<file path="config.mk">
export PLATFORM = sky130hd
export DESIGN_NAME = fac_predictor
export DESIGN_NICKNAME = d
export VERILOG_FILES = /design/src/rtl/fac_pkg.sv /design/src/rtl/fac_ofs_prep.sv /design/src/rtl/fac_addr_form.sv /design/src/rtl/fac_fail_detect.sv /design/src/rtl/fac_predictor.sv
export SDC_FILE = /design/constraint.sdc
export NUM_CORES = 1
export LEC_CHECK = 0
export ABC_AREA = 0
export BUFFER_PORTS_ARGS = -buffer_cell sky130_fd_sc_hd__buf_2
export CORE_ASPECT_RATIO = 1.2
export CORE_UTILIZATION = 30
export CTS_CLUSTER_SIZE = 16
export DETAILED_ROUTE_END_ITERATION = 7
export PLACE_DENSITY = 0.58
export SETUP_SLACK_MARGIN = 0.3
export SLEW_MARGIN = 5
export SYNTH_ARGS = -nofsm -noshare
export SYNTH_HDL_FRONTEND = slang
export SYNTH_HIERARCHICAL = 1
export SYNTH_SLANG_ARGS = --single-unit
</file>
<file path="constraint.sdc">
create_clock -name clk -period 6.98 [get_ports clk]
set_clock_uncertainty 0.15 [all_clocks]
set_input_delay 0.349 -clock clk [delete_from_list [all_inputs] [get_ports clk]]
set_output_delay 0.349 -clock clk [all_outputs]
set_load 0.03 [all_outputs]
</file>
<file path="src/rtl/fac_pkg.sv">
package fac_pkg;
  // Misprediction cause flags; bit 0 is the block overflow.
  typedef struct packed {
    logic neg_reg;
    logic large_neg;
    logic gen_carry;
    logic overflow;
  } fac_fail_t;

  localparam int unsigned FAIL_W = 4;
endpackage

</file>
<file path="src/rtl/fac_ofs_prep.sv">
// Builds the true offset and the prepared offset used by the fast path.
module fac_ofs_prep #(
  parameter int unsigned AW       = 32,
  parameter int unsigned IMM_W    = 16,
  parameter int unsigned BLK_BITS = 4
) (
  input  logic [IMM_W-1:0] imm_i,
  input  logic [AW-1:0]    reg_i,
  input  logic             use_reg_i,
  output logic [AW-1:0]    ofs_o,
  output logic [AW-1:0]    prep_o,
  output logic             neg_imm_o,
  output logic             neg_reg_o
);
  localparam int unsigned EXT_W = AW - IMM_W;
  localparam int unsigned UP_W  = AW - BLK_BITS;

  logic [AW-1:0] imm_ext;

  always_comb begin
    imm_ext   = {{EXT_W{imm_i[IMM_W-1]}}, imm_i};
    neg_imm_o = !use_reg_i && imm_i[IMM_W-1];
    neg_reg_o = use_reg_i && reg_i[AW-1];
    ofs_o     = use_reg_i ? reg_i : imm_ext;
    prep_o    = ofs_o;
    // Inverting the upper bits turns an in-block negative step into zero there.
    if (neg_imm_o)
      prep_o[AW-1:BLK_BITS] = ~ofs_o[AW-1:BLK_BITS];
  end


  always_comb begin
    ofs_prep_low_chk: assert (prep_o[BLK_BITS-1:0] == ofs_o[BLK_BITS-1:0]);
  end

  logic unused_ok;
  assign unused_ok = ^{UP_W{1'b0}};
endmodule

</file>
<file path="src/rtl/fac_addr_form.sv">
// Forms the speculative address: narrow block adder, OR-formed index,
// and a tag formed by an adder or an OR depending on TAG_ADD.
module fac_addr_form #(
  parameter int unsigned AW       = 32,
  parameter int unsigned BLK_BITS = 4,
  parameter int unsigned IDX_BITS = 10,
  parameter bit          TAG_ADD  = 1'b1
) (
  input  logic [AW-1:0] base_i,
  input  logic [AW-1:0] prep_i,
  output logic [AW-1:0] pred_o,
  output logic          blk_carry_o
);
  localparam int unsigned TAG_LO = BLK_BITS + IDX_BITS;
  localparam int unsigned TAG_W  = AW - TAG_LO;

  logic [BLK_BITS:0]   blk_sum;
  logic [IDX_BITS-1:0] idx_or;
  logic [TAG_W-1:0]    tag_val;

  assign blk_sum     = {1'b0, base_i[BLK_BITS-1:0]} + {1'b0, prep_i[BLK_BITS-1:0]};
  assign blk_carry_o = blk_sum[BLK_BITS];
  assign idx_or      = base_i[TAG_LO-1:BLK_BITS] | prep_i[TAG_LO-1:BLK_BITS];

  generate
    if (TAG_ADD) begin : g_tag_add
      assign tag_val = base_i[AW-1:TAG_LO] + prep_i[AW-1:TAG_LO];
    end else begin : g_tag_or
      assign tag_val = base_i[AW-1:TAG_LO] | prep_i[AW-1:TAG_LO];
    end
  endgenerate

  assign pred_o = {tag_val, idx_or, blk_sum[BLK_BITS-1:0]};
endmodule

</file>
<file path="src/rtl/fac_fail_detect.sv">
// Raises the four misprediction causes.
module fac_fail_detect
  import fac_pkg::*;
#(
  parameter int unsigned AW       = 32,
  parameter int unsigned BLK_BITS = 4,
  parameter int unsigned IDX_BITS = 10,
  parameter bit          TAG_ADD  = 1'b1
) (
  input  logic [AW-1:0] base_i,
  input  logic [AW-1:0] ofs_i,
  input  logic [AW-1:0] prep_i,
  input  logic          neg_imm_i,
  input  logic          neg_reg_i,
  input  logic          blk_carry_i,
  output fac_fail_t     fail_o
);
  localparam int unsigned TAG_LO = BLK_BITS + IDX_BITS;

  logic idx_gen;
  logic tag_gen;

  assign idx_gen = |(base_i[TAG_LO-1:BLK_BITS] & prep_i[TAG_LO-1:BLK_BITS]);

  generate
    if (TAG_ADD) begin : g_tag_free
      assign tag_gen = 1'b0;
    end else begin : g_tag_check
      assign tag_gen = |(base_i[AW-1:TAG_LO] & prep_i[AW-1:TAG_LO]);
    end
  endgenerate

  always_comb begin
    fail_o.overflow  = neg_imm_i ? !blk_carry_i : blk_carry_i;
    fail_o.gen_carry = idx_gen || tag_gen;
    fail_o.large_neg = neg_imm_i && !(&ofs_i[AW-1:BLK_BITS]);
    fail_o.neg_reg   = neg_reg_i;
  end


  always_comb begin
    large_neg_excl_chk: assert (!(neg_imm_i && neg_reg_i));
  end
endmodule

</file>
<file path="src/rtl/fac_predictor.sv">
// Top: registered speculative address, exact address and verdict.
module fac_predictor
  import fac_pkg::*;
#(
  parameter int unsigned AW       = 32,
  parameter int unsigned IMM_W    = 16,
  parameter int unsigned BLK_BITS = 4,
  parameter int unsigned IDX_BITS = 10,
  parameter bit          TAG_ADD  = 1'b1
) (
  input  logic              clk,
  input  logic              rst,
  input  logic [AW-1:0]     base_i,
  input  logic [IMM_W-1:0]  ofs_imm_i,
  input  logic [AW-1:0]     ofs_reg_i,
  input  logic              use_reg_i,
  output logic [AW-1:0]     pred_addr_o,
  output logic [AW-1:0]     true_addr_o,
  output logic              pred_ok_o,
  output logic [FAIL_W-1:0] fail_o
);
  logic [AW-1:0] ofs_full;
  logic [AW-1:0] ofs_prep;
  logic          neg_imm;
  logic          neg_reg;
  logic [AW-1:0] pred_c;
  logic          blk_carry;
  fac_fail_t     fail_c;
  logic [AW-1:0] true_c;

  fac_ofs_prep #(.AW(AW), .IMM_W(IMM_W), .BLK_BITS(BLK_BITS)) u_prep (
    .imm_i     (ofs_imm_i),
    .reg_i     (ofs_reg_i),
    .use_reg_i (use_reg_i),
    .ofs_o     (ofs_full),
    .prep_o    (ofs_prep),
    .neg_imm_o (neg_imm),
    .neg_reg_o (neg_reg)
  );

  fac_addr_form #(.AW(AW), .BLK_BITS(BLK_BITS), .IDX_BITS(IDX_BITS), .TAG_ADD(TAG_ADD)) u_form (
    .base_i      (base_i),
    .prep_i      (ofs_prep),
    .pred_o      (pred_c),
    .blk_carry_o (blk_carry)
  );

  fac_fail_detect #(.AW(AW), .BLK_BITS(BLK_BITS), .IDX_BITS(IDX_BITS), .TAG_ADD(TAG_ADD)) u_fail (
    .base_i      (base_i),
    .ofs_i       (ofs_full),
    .prep_i      (ofs_prep),
    .neg_imm_i   (neg_imm),
    .neg_reg_i   (neg_reg),
    .blk_carry_i (blk_carry),
    .fail_o      (fail_c)
  );

  assign true_c = base_i + ofs_full;

  logic primed;

  always_ff @(posedge clk) begin
    if (rst) begin
      pred_addr_o <= '0;
      true_addr_o <= '0;
      pred_ok_o   <= 1'b0;
      fail_o      <= '0;
      primed      <= 1'b0;
    end else begin
      pred_addr_o <= pred_c;
      true_addr_o <= true_c;
      pred_ok_o   <= (fail_c == '0);
      fail_o      <= fail_c;
      primed      <= 1'b1;
    end
  end


  pred_match_chk: assert property (@(posedge clk) disable iff (rst)
    pred_ok_o |-> (pred_addr_o == true_addr_o));


  blk_bits_chk: assert property (@(posedge clk) disable iff (rst)
    primed |-> (pred_addr_o[BLK_BITS-1:0] == true_addr_o[BLK_BITS-1:0]));


  neg_reg_chk: assert property (@(posedge clk) disable iff (rst)
    (primed && $past(use_reg_i && ofs_reg_i[AW-1])) |-> (fail_o[3] && !pred_ok_o));


  large_neg_chk: assert property (@(posedge clk) disable iff (rst)
    fail_o[2] |-> !fail_o[3]);
endmodule

</file>
==> results of run 1 <==
[cells by family after synthesis]
group                    count (synthesis)  synth area share [%]
adder cells (fa/ha/maj)                 55                  12.8
buffers and inverters                   84                  6.79
XOR/XNOR                                48                  7.58
AND/OR/NAND/NOR                        250                  22.3
multiplexers                            11                  2.23
flip-flops                              69                  24.9
AO/OA/AOI/OAI                          191                  23.4
[sequential cells by signal (all words and copies together), names as in the netlist]
register	cells
pred_addr_o	32
true_addr_o	32
pred_ok_o	1
fail_o	4
[synth_stat cells (4+ instances only)]
library cell  number
nand2_2            9
o21a_1             7
a21oi_1           52
inv_1             48
nand4_1           16
a31oi_1            4
nor4_1             4
o211ai_1           6
clkbuf_1          17
buf_4              6
dfxtp_1           69
nor2b_1           46
nand3_1           12
o21bai_1           6
nand2b_1           8
o21ai_1           15
a22oi_1            4
o21ai_0           29
buf_2              5
xnor2_1           32
a211oi_1          10
ha_1              52
a21o_1            19
mux2_2             5
or2_2             10
nand2_1           66
nor2_1            58
buf_6              4
xor2_1            16
nor3_1             9
[worst max path at each step]
| stage | depth (start not counted) | slack (ps) | to |
|---|---|---|---|
| final | 10 | 3030 | true_addr_o[28] |
| after global routing | 11 | 2720 | true_addr_o[26] |
| after CTS | 10 | 3020 | true_addr_o[28] |
| after detailed placement | 10 | 2640 | true_addr_o[28] |
| after global placement | 10 | 2810 | true_addr_o[28] |
| after floorplan | 11 | 3770 | true_addr_o[28] |
[area by class of cell]
cell class                      instances  area [µm²]  area share (%)
Multi-Input combinational cell        555        3790            56.5
Inverter                               49         184            2.75
Sequential cell                        69        1380            20.6
Tap cell                              224         280            4.18
Clock inverter                          6        62.6           0.934
Clock buffer                           10         239            3.57
Timing Repair Buffer                  152         763            11.4
[layer usage]
metal / up-vias / global-route usage, % / wire length, µm
met5: - / 0 / 0
met4: 0 / 5.72 / 236
met3: 17 / 3.00 / 867
met2: 169 / 30.0 / 7730
met1: 2446 / 22.3 / 7690
li1: 2731 / - / -
[stage by stage]
step / instance area (µm²) / setup WS, ps
2_1_floorplan: 5550 / 3770
3_3_place_gp: 6400 / 2810
3_5_place_dp: 6400 / 2640
4_1_cts: 6700 / 3020
5_1_grt: 6700 / 2720
6_report: 6700 / 3030
[worst max-delay path, cell delays in order]
cell      delay, ps
buf_2           680
nand2b_1        790
nand2_1         200
ha_1            440
a21oi_1         270
o21bai_1        110
a221o_1         330
a221o_1         340
a31o_1          200
mux2_4          290
[power by group through the flow]
stage / combinational, mW / sequential, mW / clock [mW]
final: 0.595 / 0.462 / 0.467
after global routing: 0.652 / 0.467 / 0.501
after CTS: 0.598 / 0.465 / 0.485
after detailed placement: 0.595 / 0.473 / 0
after global placement: 0.593 / 0.475 / 0
after floorplan: 0.331 / 0.576 / 0
==> results.yml, run 1 <==
run_status:
  outcome: "completed"
timing:
  worst_pin_slew_ps: 934
  rsz0062_at_grt: "false"
  min_period_ps: 3950
  fin_crit_sh_pct: 56.6
  slew_violations: 0
  hold_violations: 0
  final-setup-viol-count: 0
  whs_ps: 197
  fmax_mhz: 253
  maxSlewHeadroom_pct: 37.7
  fin_setup_tns_ps: 0
clock_tree:
  cts_resized: 0
  ctsRootBufferMaster: "clkbuf_16"
  cts_hold_buffers: 0
  post_cts_buffers: 0
  cts_tree: "done"
  clk_pin_slew_ps: 60
  cts.sinks: 69
  clockBufferDepth: 2
  cts_htree_levels: 3
  cts_buffers: 9
power:
  switching_power_mw: 0.573
  intPower_mw: 0.951
  totalPowerFinal_mw: 1.52
  clkPwrFrac_pct: 30.6
  ir_drop_v: 0.000121
  power_density_nw_per_um2: 228
  swShare_pct: 37.6
  comb_power_share_pct: 39.0
  p_leak_nw: 3.28
  seq_power_share_pct: 30.3
drt:
  drt_iter0_markers: 280
  postRouteAntennaNets: 0
  drc: 0
  vias: 5363
  routed_wirelength_um: 16500
  drt-pass1-iter-count: 5
  viasPerCell: 5.04
  wire_per_inst_um: 15.5
floorplan:
  fp.dieW_um: 126
  std_cell_rows: 54
  dieArea_um2: 19000
  initial_core_util_pct: 30.6
  ios: 152
  die_y_um: 151
  core_um2: 18100
finish:
  fillers: 1959
  layout.nets: 974
  final_cell_mix: "buf_2 (151), dfxtp_1 (69), nand2_1 (66), nor2_1 (58)"
  instances_no_fill: 1065
  layout_commonest_cell: "buf_2"
  syn2layout_area_growth_pct: 20.8
  final_core_util_pct: 37.0
  drive_gt1_share_pct: 24.6
  antennaDiodeCount: 0
place:
  port_buffers: 151
  place.gp.congestion: 0.932
  dpl.hpwl_um: 13400
  place_inst: 1049
logic_synthesis:
  synth-edff-count: 0
  synth_ff_type: "dfxtp_1"
  synth-warning-count: 6
  ys_ff_latch: 69
  ys_types: 72
  synthArstFlopShare_pct: 0
  yosysTopAreaCell: "dfxtp_1"
  syn_area_um2: 5550
  synth_area_per_cell_um2: 7.83
  netlist_instances: 708
  synth_nets: 846
  yosysSeqAreaShare_pct: 24.9
  netlist.area_leader.share_pct: 24.9
  synthTopCellsByArea: "dfxtp_1 (25%), ha_1 (12%), nor2b_1 (5.2%)"
worst_hold_path:
  min_to: "pred_addr_o[11]"
  hold_path_depth: 3
  hp-start: "base_i[11]"
  hold_class: "input port to register"
setup_path:
  arrival_ps: 4040
  crit_path_start_kind: "input port"
  endpoint_kind: "register"
  critPathLaunch: "use_reg_i"
  crit_path_max_fanout: 55
  worst-setup-path-type: "input port to register"
  cp_data_required_time_ps: 7070
grt:
  grt_start_max_net_pins: 80
  grt_pass1_wl_um: 25900
  grtUsageTotal_pct: 17.5
  grt-ovfl-total: 0
  antenna_found_initial: 0
  grt_pass1_vias: 5157
job:
  drv_cap: 0
No activity file was read; power rests on OpenSTA's default activity.
==> run 2: changes to the inputs <==
- clock period: 6.98 -> 3.9 ns (I/O delays scaled with it)
==> results.yml, run 2 (synthesis gave the netlist of run 1 again) <==
place:
  dpl_cell_area_um2: 6430
  dpl.hpwl_um: 13700
  place.gp.congestion: 0.946
  port_buffers: 151
  pre_cts_ws_ps: 388
  place_inst: 1053
setup_path:
  cp_data_required_time_ps: 4010
  cp_top_family: "simple AND/OR/NAND/NOR gates"
  crit_path_max_fanout: 18
  cp_cell_sequence: "buf_2 -> buf_4 -> nand2b_1 -> nand2_1 -> ha_1 -> nand4_1 -> o41ai_2 -> a31oi_1 -> or3_1 -> a21oi_1"
  worst-setup-path-type: "input port to register"
  critPathBufInv: 2
  crit_path_start_kind: "input port"
  endpoint_kind: "register"
  max_stage_delay_ps: 560
  arrival_ps: 3280
  crit_path_top_delay_cell: "o41ai_2"
drt:
  drt-pass1-iter-count: 5
  vias: 5441
  wire_per_inst_um: 15.6
  postRouteAntennaNets: 0
  drc: 0
  routed_wirelength_um: 16700
  drt_iter0_markers: 319
  viasPerCell: 5.09
finish:
  largestRegisters: "pred_addr_o (32), true_addr_o (32), fail_o (4)"
  seqCellArea_um2: 1380
  instances_no_fill: 1069
  fillers: 1918
  drive_gt1_share_pct: 25.0
  design_area_um2: 6720
  syn2layout_area_growth_pct: 21.1
  layout_commonest_cell: "buf_2"
  final_cell_mix: "buf_2 (151), dfxtp_1 (69), nand2_1 (66), nor2_1 (58)"
  multi_input_area_um2: 3790
  layout.nets: 978
  antennaDiodeCount: 0
clock_tree:
  cts_hold_buffers: 0
  cts_resized: 0
  clockBufferDepth: 2
  cts_htree_levels: 3
  cts_buffers: 9
  ctsRootBufferMaster: "clkbuf_16"
  cts_tree: "done"
  clk_pin_slew_ps: 60
  post_cts_buffers: 0
  cts.sinks: 69
timing:
  fin_crit_sh_pct: 81.2
  final-setup-viol-count: 0
  maxSlewHeadroom_pct: 34.8
  fmax_mhz: 316
  hold_violations: 0
  slew_violations: 0
  worst_pin_slew_ps: 979
  fin_setup_tns_ps: 0
  min_period_ps: 3170
  rsz0062_at_grt: "false"
  fin_ws_ps: 732
power:
  ir_drop_v: 0.000206
  p_leak_nw: 3.30
  totalPowerFinal_mw: 2.71
  power_density_nw_per_um2: 403
floorplan:
  std_cell_rows: 54
  core_um2: 18100
  die_y_um: 151
  ios: 152
  fp.dieW_um: 126
  dieArea_um2: 19000
  initial_core_util_pct: 30.6
grt:
  grt_pass1_vias: 4993
  grt-ovfl-total: 0
  grtUsageTotal_pct: 17.4
  antenna_found_initial: 0
  grt_start_max_net_pins: 53
  grt_pass1_wl_um: 25400
job:
  drv_cap: 0
run_status:
  outcome: "completed"
worst_hold_path:
  hold_class: "input port to register"
-- run 2: cell types whose count changed in the layout (fill, tap and decap cells not counted) --
cell,change
clkinvlp_4,-2
clkbuf_8,-1
clkinv_2,+2
clkinv_4,+1
buf_4,+4
-- run 2: path summary, 6_finish.rpt --
kind	from	end	slack, ps	depth (start not counted)
min	base_i[6]	pred_addr_o[6]	40	3
max	use_reg_i	true_addr_o[31]	730	10
-- run 2: per-stage QoR --
step / hold WS (ps) / utilization [%]
final: 40.6 / 37.1
after global routing: 46.7 / 37.1
after CTS: 26.3 / 37.1
after detailed placement: 392 / 35.5
after global placement: 394 / 35.5
after floorplan: 242 / -
-- run 2: area by class of cell --
class | count | share of cell area (%)
multi-input cells | 555 | 56.4
flip-flops and latches | 69 | 20.6
repair buffers | 156 | 11.8
well taps | 224 | 4.17
clock buffers | 9 | 3.35
inverters | 49 | 2.74
clock inverters | 7 | 0.987
-- run 2: layer usage --
layer	vias up	GRT usage, %	wire length [µm]
li1	2744	-	-
met1	2511	22.0	7760
met2	172	29.8	7850
met3	14	3.29	837
met4	0	5.54	219
met5	-	0	0
-- run 2: report_power, final --
part	internal, mW	switching (mW)	leakage (nW)
clock network	0.491	0.323	0.145
logic	0.395	0.674	2.58
registers	0.800	0.0273	0.576
total	1.69	1.02	3.30
==> run 3: changes to the inputs <==
- clock period: 3.9 -> 3.2 ns (I/O delays scaled with it)
==> results.yml, run 3 (synthesis gave the netlist of run 1 again) <==
timing:
  worst_pin_slew_ps: 877
  hold_violations: 0
  slew_violations: 0
  rsz0062_at_grt: "false"
  fmax_mhz: 362
  maxSlewHeadroom_pct: 41.5
  fin_crit_sh_pct: 86.3
  final-setup-viol-count: 0
  fin_setup_tns_ps: 0
  min_period_ps: 2760
clock_tree:
  cts_htree_levels: 3
  clk_pin_slew_ps: 60
  cts_buffers: 9
  clockBufferDepth: 2
  post_cts_buffers: 0
  cts.sinks: 69
  cts_tree: "done"
  ctsRootBufferMaster: "clkbuf_16"
power:
  seq_power_share_pct: 28.9
  switching_power_mw: 1.27
  swShare_pct: 36.4
  intPower_mw: 2.22
  ir_drop_v: 0.000253
  power_density_nw_per_um2: 493
  clkPwrFrac_pct: 31.4
  p_leak_nw: 3.49
  comb_power_share_pct: 39.8
finish:
  fillers: 1911
  layout_commonest_cell: "buf_2"
  design_area_um2: 7070
  layout.nets: 1008
  syn2layout_area_growth_pct: 27.5
  drive_gt1_share_pct: 28.2
  final_cell_mix: "buf_2 (150), dfxtp_1 (69), nand2_1 (66), nor2_1 (58), a21oi_1 (51)"
  largestRegisters: "pred_addr_o (32), true_addr_o (32), fail_o (4)"
  antennaDiodeCount: 0
floorplan:
  core_um2: 18100
  die_y_um: 151
  dieArea_um2: 19000
  fp.dieW_um: 126
  initial_core_util_pct: 30.6
  ios: 152
  std_cell_rows: 54
setup_path:
  worst-setup-path-type: "input port to register"
  endpoint_kind: "register"
  cp_data_required_time_ps: 3280
  crit_cells: 12
  cp_top_family: "compound AO/OA/AOI/OAI gates"
  crit_path_top_delay_cell: "mux2_4"
  critPathBufInv: 2
  cp_cell_sequence: "clkbuf_4 -> mux2_4 -> ha_4 -> fa_2 -> a21o_1 -> a221oi_2 -> buf_4 -> o21ai_2 -> a221oi_2 -> o21ai_2 -> a21oi_1 -> mux2_1"
  arrival_ps: 2840
  crit_path_start_kind: "input port"
  crit_path_max_fanout: 4
  max_stage_delay_ps: 340
drt:
  drt_iter0_markers: 331
  viasPerCell: 5.00
  vias: 5497
  drt-pass1-iter-count: 5
  postRouteAntennaNets: 0
  drc: 0
  routed_wirelength_um: 17000
  wire_per_inst_um: 15.5
grt:
  grt_pass1_vias: 5360
  grt-ovfl-total: 0
  grt_pass1_wl_um: 26600
  antenna_found_initial: 0
  grtUsageTotal_pct: 18.0
  grt_start_max_net_pins: 46
place:
  place.gp.congestion: 0.967
  port_buffers: 151
  dpl.hpwl_um: 14000
  dpl_cell_area_um2: 6680
worst_hold_path:
  hold_path_depth: 3
  hold_class: "input port to register"
run_status:
  outcome: "completed"
job:
  drv_cap: 0
-- run 3: cell types whose count changed in the layout (fill, tap and decap cells not counted), sizes merged --
cell    change
buf        +28
clkinv      -2
bufinv      +1
clkbuf      +3
-- run 3: timing repair --
| item | CTS | global route |
|---|---|---|
| endpoints found under the setup margin | 0 | 7 |
| gates resized for setup | 0 | 7 |
| hold buffers | 0 | 0 |
-- run 3: stage by stage --
| step | setup slack [ps] | hold slack, ps | power (mW) | cells | util, % |
|---|---|---|---|---|---|
| 2_1_floorplan | 329 | 207 | 1.98 | 708 | - |
| 3_3_place_gp | 27.5 | 357 | 2.39 | 1082 | 36.9 |
| 3_5_place_dp | 2.77 | 365 | 2.39 | 1082 | 36.9 |
| 4_1_cts | 354 | 0.928 | 3.51 | 1098 | 38.7 |
| 5_1_grt | 312 | 20.3 | 3.70 | 1099 | 39.1 |
| 6_report | 439 | 12.3 | 3.48 | 1099 | 39.1 |
-- run 3: path summary, 6_finish.rpt --
check	start	endpoint	slack, ps
max	use_reg_i	true_addr_o[24]	440
min	base_i[12]	pred_addr_o[12]	10
-- run 3: cell type report --
type	count	area (µm²)	area share, %
Clock buffer	10	239	3.38
Clock inverter	6	86.3	1.22
Inverter	49	184	2.60
Multi-Input combinational cell	555	3850	54.4
Sequential cell	69	1380	19.5
Tap cell	224	280	3.96
Timing Repair Buffer	186	1050	14.9
-- run 3: routing by layer --
layer	track usage, %	vias up	part of all wire, %
li1	-	2786	-
met1	22.3	2515	46
met2	31.2	176	48
met3	3.53	20	5.1
met4	5.66	0	1.4
met5	0	-	0
-- run 3: power by group through the flow --
stage                     Clock (mW)  Combinational, mW  Sequential (mW)
after CTS                       1.13               1.37             1.01
final                           1.09               1.38             1.01
after detailed placement           0               1.36             1.03
after global placement             0               1.36             1.03
after global routing            1.17               1.51             1.02
after floorplan                    0              0.723             1.26
